$ cat src/rtl/i2c_rb_pkg.sv
package i2c_rb_pkg;

  typedef enum logic [3:0] {
    S_IDLE, S_DEV, S_ACKDEV, S_REG, S_ACKREG,
    S_WDATA, S_ACKWR, S_RDATA, S_RACK
  } rb_state_t;

  // Pointer advance with wrap at the bank size.
  function automatic int unsigned wrap_inc(input int unsigned p, input int unsigned n);
    return (p + 1 >= n) ? 0 : p + 1;
  endfunction

endpackage

$ cat src/rtl/i2c_rb_sync.sv
module i2c_rb_sync (
  input  logic clk,
  input  logic rst_n,
  input  logic scl_i,
  input  logic sda_i,
  output logic sda_s,
  output logic scl_rise,
  output logic scl_fall,
  output logic start_det,
  output logic stop_det
);
  logic [1:0] scl_ff, sda_ff;
  logic       scl_q, sda_q;

  always_ff @(posedge clk or negedge rst_n) begin
    if (!rst_n) begin
      scl_ff <= 2'b11;
      sda_ff <= 2'b11;
      scl_q  <= 1'b1;
      sda_q  <= 1'b1;
    end else begin
      scl_ff <= {scl_ff[0], scl_i};
      sda_ff <= {sda_ff[0], sda_i};
      scl_q  <= scl_ff[1];
      sda_q  <= sda_ff[1];
    end
  end

  assign sda_s     = sda_ff[1];
  assign scl_rise  = scl_ff[1] & ~scl_q;
  assign scl_fall  = ~scl_ff[1] & scl_q;
  assign start_det = scl_ff[1] & scl_q & sda_q & ~sda_ff[1];
  assign stop_det  = scl_ff[1] & scl_q & ~sda_q & sda_ff[1];

endmodule

$ cat src/rtl/i2c_rb_regfile.sv
module i2c_rb_regfile #(
  parameter int NREG = 16,
  parameter int DW   = 8,
  parameter int AW   = $clog2(NREG)
) (
  input  logic               clk,
  input  logic               rst_n,
  input  logic               we,
  input  logic [AW-1:0]      waddr,
  input  logic [DW-1:0]      wdata,
  input  logic [AW-1:0]      raddr,
  output logic [DW-1:0]      rdata,
  output logic [NREG*DW-1:0] flat
);
  logic [DW-1:0] mem [NREG];

  for (genvar i = 0; i < NREG; i++) begin : g_reg
    always_ff @(posedge clk or negedge rst_n) begin
      if (!rst_n)                        mem[i] <= '0;
      else if (we && waddr == AW'(i))    mem[i] <= wdata;
    end
    assign flat[i*DW +: DW] = mem[i];
  end

  assign rdata = mem[raddr];

  // contents move only on a write strobe
  a_r3_hold_without_we: assert property (@(posedge clk) disable iff (!rst_n)
    !we |=> $stable(flat));

endmodule

$ cat src/rtl/cfg_regbank_i2c.sv
module cfg_regbank_i2c #(
  parameter logic [6:0] DEV_ADDR = 7'h52,
  parameter int         NREG     = 16,
  parameter int         DW       = 8
) (
  input  logic               clk,
  input  logic               rst_n,
  input  logic               scl_i,
  input  logic               sda_i,
  output logic               sda_oe,
  output logic [NREG*DW-1:0] regs_o
);
  import i2c_rb_pkg::*;

  localparam int AW = $clog2(NREG);
  localparam int BW = $clog2(DW + 1);
  localparam int CW = $clog2(NREG + 1);

  logic sda_s, scl_rise, scl_fall, start_det, stop_det;
  rb_state_t     st;
  logic [BW-1:0] bitcnt;
  logic [DW-1:0] shreg, txsh, rd_data;
  logic [AW-1:0] ptr;
  logic [CW-1:0] sent;
  logic          rw, oe_q, wr_en, byte_done;

  i2c_rb_sync u_sync (
    .clk(clk), .rst_n(rst_n), .scl_i(scl_i), .sda_i(sda_i),
    .sda_s(sda_s), .scl_rise(scl_rise), .scl_fall(scl_fall),
    .start_det(start_det), .stop_det(stop_det)
  );

  function automatic logic [AW-1:0] ptr_next(input logic [AW-1:0] p);
    return AW'(wrap_inc(32'(p), NREG));
  endfunction

  assign byte_done = scl_fall && (bitcnt == BW'(DW)) && !start_det && !stop_det;
  assign wr_en     = (st == S_WDATA) && byte_done;

  i2c_rb_regfile #(.NREG(NREG), .DW(DW), .AW(AW)) u_rf (
    .clk(clk), .rst_n(rst_n), .we(wr_en), .waddr(ptr), .wdata(shreg),
    .raddr(ptr), .rdata(rd_data), .flat(regs_o)
  );

  always_ff @(posedge clk or negedge rst_n) begin
    if (!rst_n) begin
      st     <= S_IDLE;
      bitcnt <= '0;
      shreg  <= '0;
      txsh   <= '0;
      ptr    <= '0;
      sent   <= '0;
      rw     <= 1'b0;
      oe_q   <= 1'b0;
    end else if (start_det) begin
      st     <= S_DEV;
      bitcnt <= '0;
      oe_q   <= 1'b0;
    end else if (stop_det) begin
      st     <= S_IDLE;
      oe_q   <= 1'b0;
    end else begin
      case (st)
        S_DEV, S_REG, S_WDATA: begin
          if (scl_rise && bitcnt != BW'(DW)) begin
            shreg  <= {shreg[DW-2:0], sda_s};
            bitcnt <= bitcnt + 1'b1;
          end else if (byte_done) begin
            bitcnt <= '0;
            if (st == S_DEV) begin
              if (shreg[DW-1:1] == DEV_ADDR) begin
                rw   <= shreg[0];
                oe_q <= 1'b1;
                st   <= S_ACKDEV;
              end else begin
                st   <= S_IDLE;
              end
            end else if (st == S_REG) begin
              ptr  <= shreg[AW-1:0];
              oe_q <= 1'b1;
              st   <= S_ACKREG;
            end else begin
              ptr  <= ptr_next(ptr);
              oe_q <= 1'b1;
              st   <= S_ACKWR;
            end
          end
        end
        S_ACKDEV: if (scl_fall) begin
          if (rw) begin
            txsh <= rd_data;
            oe_q <= ~rd_data[DW-1];
            sent <= '0;
            st   <= S_RDATA;
          end else begin
            oe_q <= 1'b0;
            st   <= S_REG;
          end
        end
        S_ACKREG, S_ACKWR: if (scl_fall) begin
          oe_q <= 1'b0;
          st   <= S_WDATA;
        end
        S_RDATA: begin
          if (scl_rise) begin
            bitcnt <= bitcnt + 1'b1;
          end else if (scl_fall) begin
            if (bitcnt == BW'(DW)) begin
              oe_q   <= 1'b0;
              bitcnt <= '0;
              ptr    <= ptr_next(ptr);
              sent   <= sent + 1'b1;
              st     <= S_RACK;
            end else begin
              txsh <= {txsh[DW-2:0], 1'b0};
              oe_q <= ~txsh[DW-2];
            end
          end
        end
        S_RACK: begin
          if (scl_rise) begin
            if (sda_s) st <= S_IDLE;
          end else if (scl_fall) begin
            if (sent == CW'(NREG)) begin
              st <= S_IDLE;
            end else begin
              txsh <= rd_data;
              oe_q <= ~rd_data[DW-1];
              st   <= S_RDATA;
            end
          end
        end
        default: ;
      endcase
    end
  end

  assign sda_oe = oe_q;

  // the target starts pulling SDA only after SCL has fallen
  a_r10_drive_on_fall: assert property (@(posedge clk) disable iff (!rst_n)
    $rose(sda_oe) |-> $past(scl_fall));
  // release happens only after a falling SCL, START or STOP
  a_r10_release_edge: assert property (@(posedge clk) disable iff (!rst_n)
    $fell(sda_oe) |-> $past(scl_fall || start_det || stop_det));
  // each commit is accompanied by the acknowledge
  a_r4_ack_with_commit: assert property (@(posedge clk) disable iff (!rst_n)
    wr_en |=> sda_oe);
  // a START frees the line
  a_r9_start_releases: assert property (@(posedge clk) disable iff (!rst_n)
    start_det |=> !sda_oe);
  // a read never counts past one full sweep
  a_r7_sweep_bound: assert property (@(posedge clk) disable iff (!rst_n)
    sent <= CW'(NREG));

endmodule

$ cat config.mk
export PLATFORM = sky130hd
export DESIGN_NAME = cfg_regbank_i2c
export DESIGN_NICKNAME = d
export VERILOG_FILES = /design/src/rtl/i2c_rb_pkg.sv /design/src/rtl/i2c_rb_sync.sv /design/src/rtl/i2c_rb_regfile.sv /design/src/rtl/cfg_regbank_i2c.sv
export SDC_FILE = /design/constraint.sdc
export NUM_CORES = 1
export LEC_CHECK = 0
export BUFFER_PORTS_ARGS = -buffer_cell sky130_fd_sc_hd__buf_2
export CAP_MARGIN = 10
export CORE_ASPECT_RATIO = 0.7
export CORE_MARGIN = 4
export CORE_UTILIZATION = 51
export CTS_CLUSTER_SIZE = 25
export DETAILED_ROUTE_END_ITERATION = 8
export HOLD_SLACK_MARGIN = 0.06
export PLACE_DENSITY_LB_ADDON = 0.15
export SYNTH_ARGS = -nofsm -noshare
export SYNTH_HDL_FRONTEND = slang
export SYNTH_SLANG_ARGS = --single-unit
export TNS_END_PERCENT = 50
$ cat constraint.sdc
create_clock -name clk -period 2.3 [get_ports clk]
set_input_delay 0.23 -clock clk [delete_from_list [all_inputs] [get_ports clk]]
set_output_delay 0.23 -clock clk [all_outputs]
set_load 0.02 [all_outputs]
### After elaboration in Yosys (flattened, before gate mapping)

Cells that the tools add are included.

| word-level totals | value |
|---|---|
| flip-flop bits (word level) | 168 |
| bits of input ports | 4 |
| word-level logic and storage cells | 214 |

| cells by class | value |
|---|---|
| add/subtract/negate cells | 3 |
| order comparisons | 2 |
| eq/ne operators | 56 |
| muxes and demuxes | 69 |
| bitwise logic cells | 17 |
| reduce and logical (&&, ||, !) cells | 39 |

Operators with widths:

| operator | number |
|---|---|
| 4-bit two-way mux | 28 |
| 7-bit two-way mux | 8 |
| 4-bit != test, second input constant | 14 |
| 4-bit equality test, second input constant | 10 |
| 8-bit binary-select mux with 4-bit select | 1 |
| 4-bit by 3-bit equality test with 1-bit output, second input constant | 8 |
| 2-bit != test, second input constant | 13 |
| 5-bit two-way mux | 5 |
| 11-bit AND reduction | 2 |
| 1-bit logical AND | 21 |
| 7-bit one-hot mux with 3 select lines | 1 |
| 4-bit one-hot mux with 5 select lines | 1 |
| 4-bit by 2-bit equality test with 1-bit output, second input constant | 4 |
| 8-bit two-way mux | 2 |
| 4-bit one-hot mux with 2 select lines | 2 |
| 1-bit two-way mux | 15 |
| 5-bit greater-or-equal comparator, second input constant | 2 |
| 5-bit != test, second input constant | 2 |
| 5-bit one-hot mux with 2 select lines | 1 |
| 10-bit AND reduction | 1 |
| 1-bit NOT | 9 |
| 9-bit AND reduction | 1 |
| 4-bit by 1-bit equality test with 1-bit output, second input constant | 2 |
| 8-bit AND reduction | 1 |
| other kinds (21) | 32 |

### Depth between registers and ports, before layout

| logic depth | value |
|---|---|
| depth after elaboration | 11 |
| mapped depth | 9 |
| mapped depth without buffers | 8 |

### Hierarchy

From an unflattened synthesis, not the netlist that was laid out.

| unflattened totals | value |
|---|---|
| cells, all modules | 601 |
| area total of the unflattened synthesis | 8159.1 um^2 |

By module, submodules not included:

| module | times used | cells an instance | area an instance (um^2) |
|---|---|---|---|
| i2c_rb_regfile | 1 | 364 | 5809.3 |
| cfg_regbank_i2c | 1 | 227 | 2159.6 |
| i2c_rb_sync | 1 | 10 | 190.2 |

### Worst setup path after synthesis

OpenSTA, ideal clock, no wires.

| timing path | value |
|---|---|
| kind | register to register |
| start | register ptr[0] |
| end | register txsh[1] |
| data arrival time | 2.390 ns |
| setup slack | -0.214 ns |
| cell stages (with the launch flop) | 7 |
| clock period less this slack | 2.514 ns |
| path through | dfrtp_1 -> clkbuf_1 -> buf_2 -> mux4_2 -> mux2_2 -> a221o_1 -> mux2_2 |

| between the ends | value |
|---|---|
| longest elaborated chain between the ends | 8 |

RTL lines:

| item | line | source |
|---|---|---|
| start: declaration | cfg_regbank_i2c.sv:23 | `logic [AW-1:0] ptr;` |
| start signal: assignment | cfg_regbank_i2c.sv:79 | `ptr <= shreg[AW-1:0];` |
| start signal: assignment | cfg_regbank_i2c.sv:83 | `ptr <= ptr_next(ptr);` |
| start signal: assignment | cfg_regbank_i2c.sv:111 | `ptr <= ptr_next(ptr);` |
| 4-bit NOT with 5-bit output (not written as such) * | i2c_rb_regfile.sv:25 | `assign rdata = mem[raddr];` |
| 8-bit binary-select mux with 4-bit select * | i2c_rb_regfile.sv:25 |  |
| 8-bit two-way mux (not written as such) * (2 in series) | i2c_rb_regfile.sv:25 |  |
| 7-bit two-way mux | cfg_regbank_i2c.sv:124 | `if (sent == CW'(NREG)) begin` |
| 7-bit two-way mux | cfg_regbank_i2c.sv:123 | `end else if (scl_fall) begin` |
| 7-bit two-way mux | cfg_regbank_i2c.sv:121 | `if (scl_rise) begin` |
| 7-bit one-hot mux with 3 select lines * | cfg_regbank_i2c.sv:63 | `case (st)` |
| end signal: assignment | cfg_regbank_i2c.sv:91 | `txsh <= rd_data;` |
| end signal: assignment | cfg_regbank_i2c.sv:115 | `txsh <= {txsh[DW-2:0], 1'b0};` |
| end signal: assignment | cfg_regbank_i2c.sv:127 | `txsh <= rd_data;` |
| end: declaration | cfg_regbank_i2c.sv:22 | `logic [DW-1:0] shreg, txsh, rd_data;` |

Every way passes the cells marked *; elsewhere a longest branch is shown, timed or not. The select of a mux whose other input is x is not followed.
A chain may end at the register's enable or synchronous reset.

### Final worst setup path

| timing path | value |
|---|---|
| start | register bitcnt[0] |
| end | register u_rf.mem (netlist bit u_rf.flat[101]) |

| between the ends | value |
|---|---|
| longest elaborated chain between the ends | 6 |

RTL lines:

| item | line | source |
|---|---|---|
| start: declaration | cfg_regbank_i2c.sv:21 | `logic [BW-1:0] bitcnt;` |
| start signal: assignment | cfg_regbank_i2c.sv:67 | `bitcnt <= bitcnt + 1'b1;` |
| start signal: assignment | cfg_regbank_i2c.sv:106 | `bitcnt <= bitcnt + 1'b1;` |
| 4-bit equality test | cfg_regbank_i2c.sv:37 | `assign byte_done = scl_fall && (bitcnt == BW'(DW)) && !start_det && !stop_det;` |
| 1-bit logical AND (3 in series) | cfg_regbank_i2c.sv:37 |  |
| 1-bit logical AND | cfg_regbank_i2c.sv:38 | `assign wr_en = (st == S_WDATA) && byte_done;` |
| 1-bit logical AND | i2c_rb_regfile.sv:20 | `else if (we && waddr == AW'(i)) mem[i] <= wdata;` |
| end signal: indexed assignment | i2c_rb_regfile.sv:20 |  |
| end: declaration | i2c_rb_regfile.sv:15 | `logic [DW-1:0] mem [NREG];` |

No other way between the ends.

==> results.ini <==
[synthesis]
async_flop_share_pct=100
yosysMostFrequentCell=dfrtp_1
synthCells=618
syn_avg_cell_area_um2=13.3
synthTopCellsByArea=dfrtp_1 (49%), mux2_2 (21%), mux4_2 (9.3%)
syn_nets=633
synth-seq-area-share_pct=51.1
synth_top_area_share_pct=49.2
yosys_warnings=0
synth_edf_count=0
netlist_area_um2=8240
ys.flop_type=dfrtp_1
synth-seq-cells=168
synth_common_cells=dfrtp_1 (162), mux2_2 (152), clkbuf_1 (36), mux4_2 (34), nand2_1 (30)
yosysUniqueCellTypes=52
synth_top_area_cell=dfrtp_1

[detailed_routing]
wl_um=24900
drc_errors=0
viasPerCell=6.10
wl_per_cell_um=24.2
drtPass1Iterations=5
ant_nets=0
drt_iter0_markers=539
num_vias=6269

[floorplanning]
rows=38
core_um2=15600
initial_utilization_pct=52.6
dieArea_um2=18300
die_w_um=160
io_pins=133
die_h_um=114

[worst_setup_path]
cp_cell_sequence=inv_1 > ha_2 > nand3b_1 > a211o_1 > nor4_4 > buf_6 > nand2_8 > nor2_4 > buf_6 > mux2_4
crit_buf_inv=3
startpoint_type=flip-flop
path_max_fanout=5
arrival_ns=2.67
cpPeakStageDelay_ns=0.38
rr_worst_depth=10
critPathLaunch=bitcnt[0]$_DFFE_PN0P_
worst_ep_required_time_ns=2.61
path_common_cell=buf_6
timing.rr.end=u_rf.flat[101]$_DFFE_PN0P_
cp_slowest_cell=dfrtp_1
end_kind=flip-flop
regToRegSetupSlack_ns=-0.06
cp_top_family=simple AND/OR/NAND/NOR gates
critPathKind=flip-flop to flip-flop
rr_startpoint=bitcnt[0]$_DFFE_PN0P_

[cts]
cts.path.max_buffers=2
clock-sinks=168
cts-root-buf=clkbuf_16
cts_made_buffers=17
cts_tree=built
clk_pin_slew_worst_paths_ns=0.07
clk_latency_ns=0.43
h-tree-depth=4

[power_and_ir_drop]
swShare_pct=34.5
p_leak_nw=5.49
power.total_w=0.00953
p_per_area_nw_per_um2=860
vdd_drop_max_v=0.000475
p_seq_share_pct=35.1
combPwrFrac_pct=32.1
power.switching_w=0.00328
p_int_w=0.00625
pwr-share-clk_pct=32.8

[placement]
place_congestion=0.888
place_ws_ns=-0.119
numPortBuffers=132
dp_hpwl_um=17200

[sta]
worst_pin_slew_ns=0.781
slew_viol_final=0
slew_headroom_pct=47.9
fmax_mhz=424
period_share_pct=103
setup_violations=53
rsz0062_at_grt=true
finClkSkew_ns=0.0111
finalWorstSetupSlack_ns=-0.0594
fin_crit_ns=2.36
finalSetupTns_ns=-1.08
hold_viol_final=0

[flow_run]
maxCapViolCount=0

[layout]
fin_nets=830
drive_above_1_share_pct=57.5
antenna_cells=0
syn2layout_area_growth_pct=34.6
fin_util_pct=70.9

[global_routing]
grt_max_degree=62
grt_pass1_vias=6582
grt_overflow_total=0
grt_pass1_wl_um=38800
grt_antenna_before_repair=0
grt_usage_pct=27.7

[worst_hold_path]
hold_class=input pin to async pin

[run_status]
status=complete, but fails checks
violations=negative setup slack

## power groups by stage
stage | Combinational [W] | Sequential, W | Clock (W)
2_1_floorplan | 0.00177 | 0.00326 | 0
3_3_place_gp | 0.00272 | 0.00337 | 0
3_5_place_dp | 0.00275 | 0.00338 | 0
4_1_cts | 0.00288 | 0.00333 | 0.00317
5_1_grt | 0.00327 | 0.00337 | 0.00329
6_report | 0.00306 | 0.00335 | 0.00313
## worst reg2reg max path, stage by stage, from the launching register on
cell and delay, ns:
dfrtp_1 0.38, inv_1 0.06, ha_2 0.17, nand3b_1 0.11, a211o_1 0.36, nor4_4 0.16
buf_6 0.24, nand2_8 0.09, nor2_4 0.18, buf_6 0.18, mux2_4 0.31
## stage by stage
step	hold WS, ns	instances	area, um^2
finish	0.357	1028	11100
global route	0.361	1028	11100
CTS	0.360	1024	10800
detailed placement	0.252	987	9750
global placement	0.251	987	9750
floorplan	-0.0656	618	8240
## placed cells by master, fill, tap and decap left out, types with 12 or more instances in the layout
cell type / count
mux2_4: 88
buf_6: 19
buf_2: 131
nor2_4: 13
a21oi_1: 13
mux4_2: 34
inv_1: 15
nor3_1: 12
mux2_2: 64
nand3_1: 14
clkbuf_16: 17
buf_4: 53
o21ai_0: 22
buf_12: 13
dfrtp_1: 161
nand2_1: 26
nor2_1: 13
## cell type report
type / instances / area, um^2
flip-flops and latches: 168 / 4210
repair buffers: 221 / 1590
clock inverters: 14 / 210
well taps: 200 / 250
inverters: 16 / 60.1
fillers: 1081 / 4560
multi-input cells: 391 / 4330
clock buffers: 18 / 429
## routing by layer
| metal | GRT usage, % | wire, um |
|---|---|---|
| met4 | 6.13 | 425 |
| met2 | 42.0 | 10900 |
| met3 | 8.35 | 2030 |
| met1 | 40.1 | 11500 |
| met5 | 0 | 0 |
## repair_timing
item	CTS	global route
endpoints found under the hold margin	60	0
pin swaps	13	14
cloned	0	0
endpoints found under the setup margin	107	149
hold buffers	3	0
setup buffers	2	4
resized for setup	89	63
## sequential cells by signal, summed over array words and instances, names as in the netlist
| signal | cells |
|---|---|
| u_sync.scl_ff | 2 |
| shreg | 8 |
| sda_oe | 1 |
| u_sync.sda_q | 1 |
| u_sync.sda_ff | 2 |
| txsh | 7 |
| u_rf.flat | 128 |
| st | 4 |
| bitcnt | 4 |
| sent | 5 |
| ptr | 4 |
| rw | 1 |
| u_sync.scl_q | 1 |
## cells by family (layout without fill, tap and decap cells)
group / count (synthesis) / count (layout) / synth area share (%)
multiplexers: 194 / 194 / 31.1
flip-flops: 168 / 168 / 51.1
AND/OR/NAND/NOR: 126 / 126 / 8.63
AO/OA/AOI/OAI: 59 / 59 / 4.62
buffers and inverters: 59 / 269 / 2.78
adder cells (fa/ha/maj): 11 / 11 / 1.67
XOR/XNOR: 1 / 1 / 0.106
## worst max-delay path by stage
stage | cells past startpoint | endpoint | slack [ns]
4_1_cts | 9 | u_rf.flat[101]$_DFFE_PN0P_ | -0.11
5_1_grt | 10 | u_rf.flat[121]$_DFFE_PN0P_ | -0.13
3_5_place_dp | 8 | u_rf.flat[99]$_DFFE_PN0P_ | -0.12
3_3_place_gp | 9 | u_rf.flat[100]$_DFFE_PN0P_ | -0.09
2_1_floorplan | 7 | u_rf.flat[104]$_DFFE_PN0P_ | -0.07
6_report | 10 | u_rf.flat[101]$_DFFE_PN0P_ | -0.06
(Power assumes the default switching activity.)
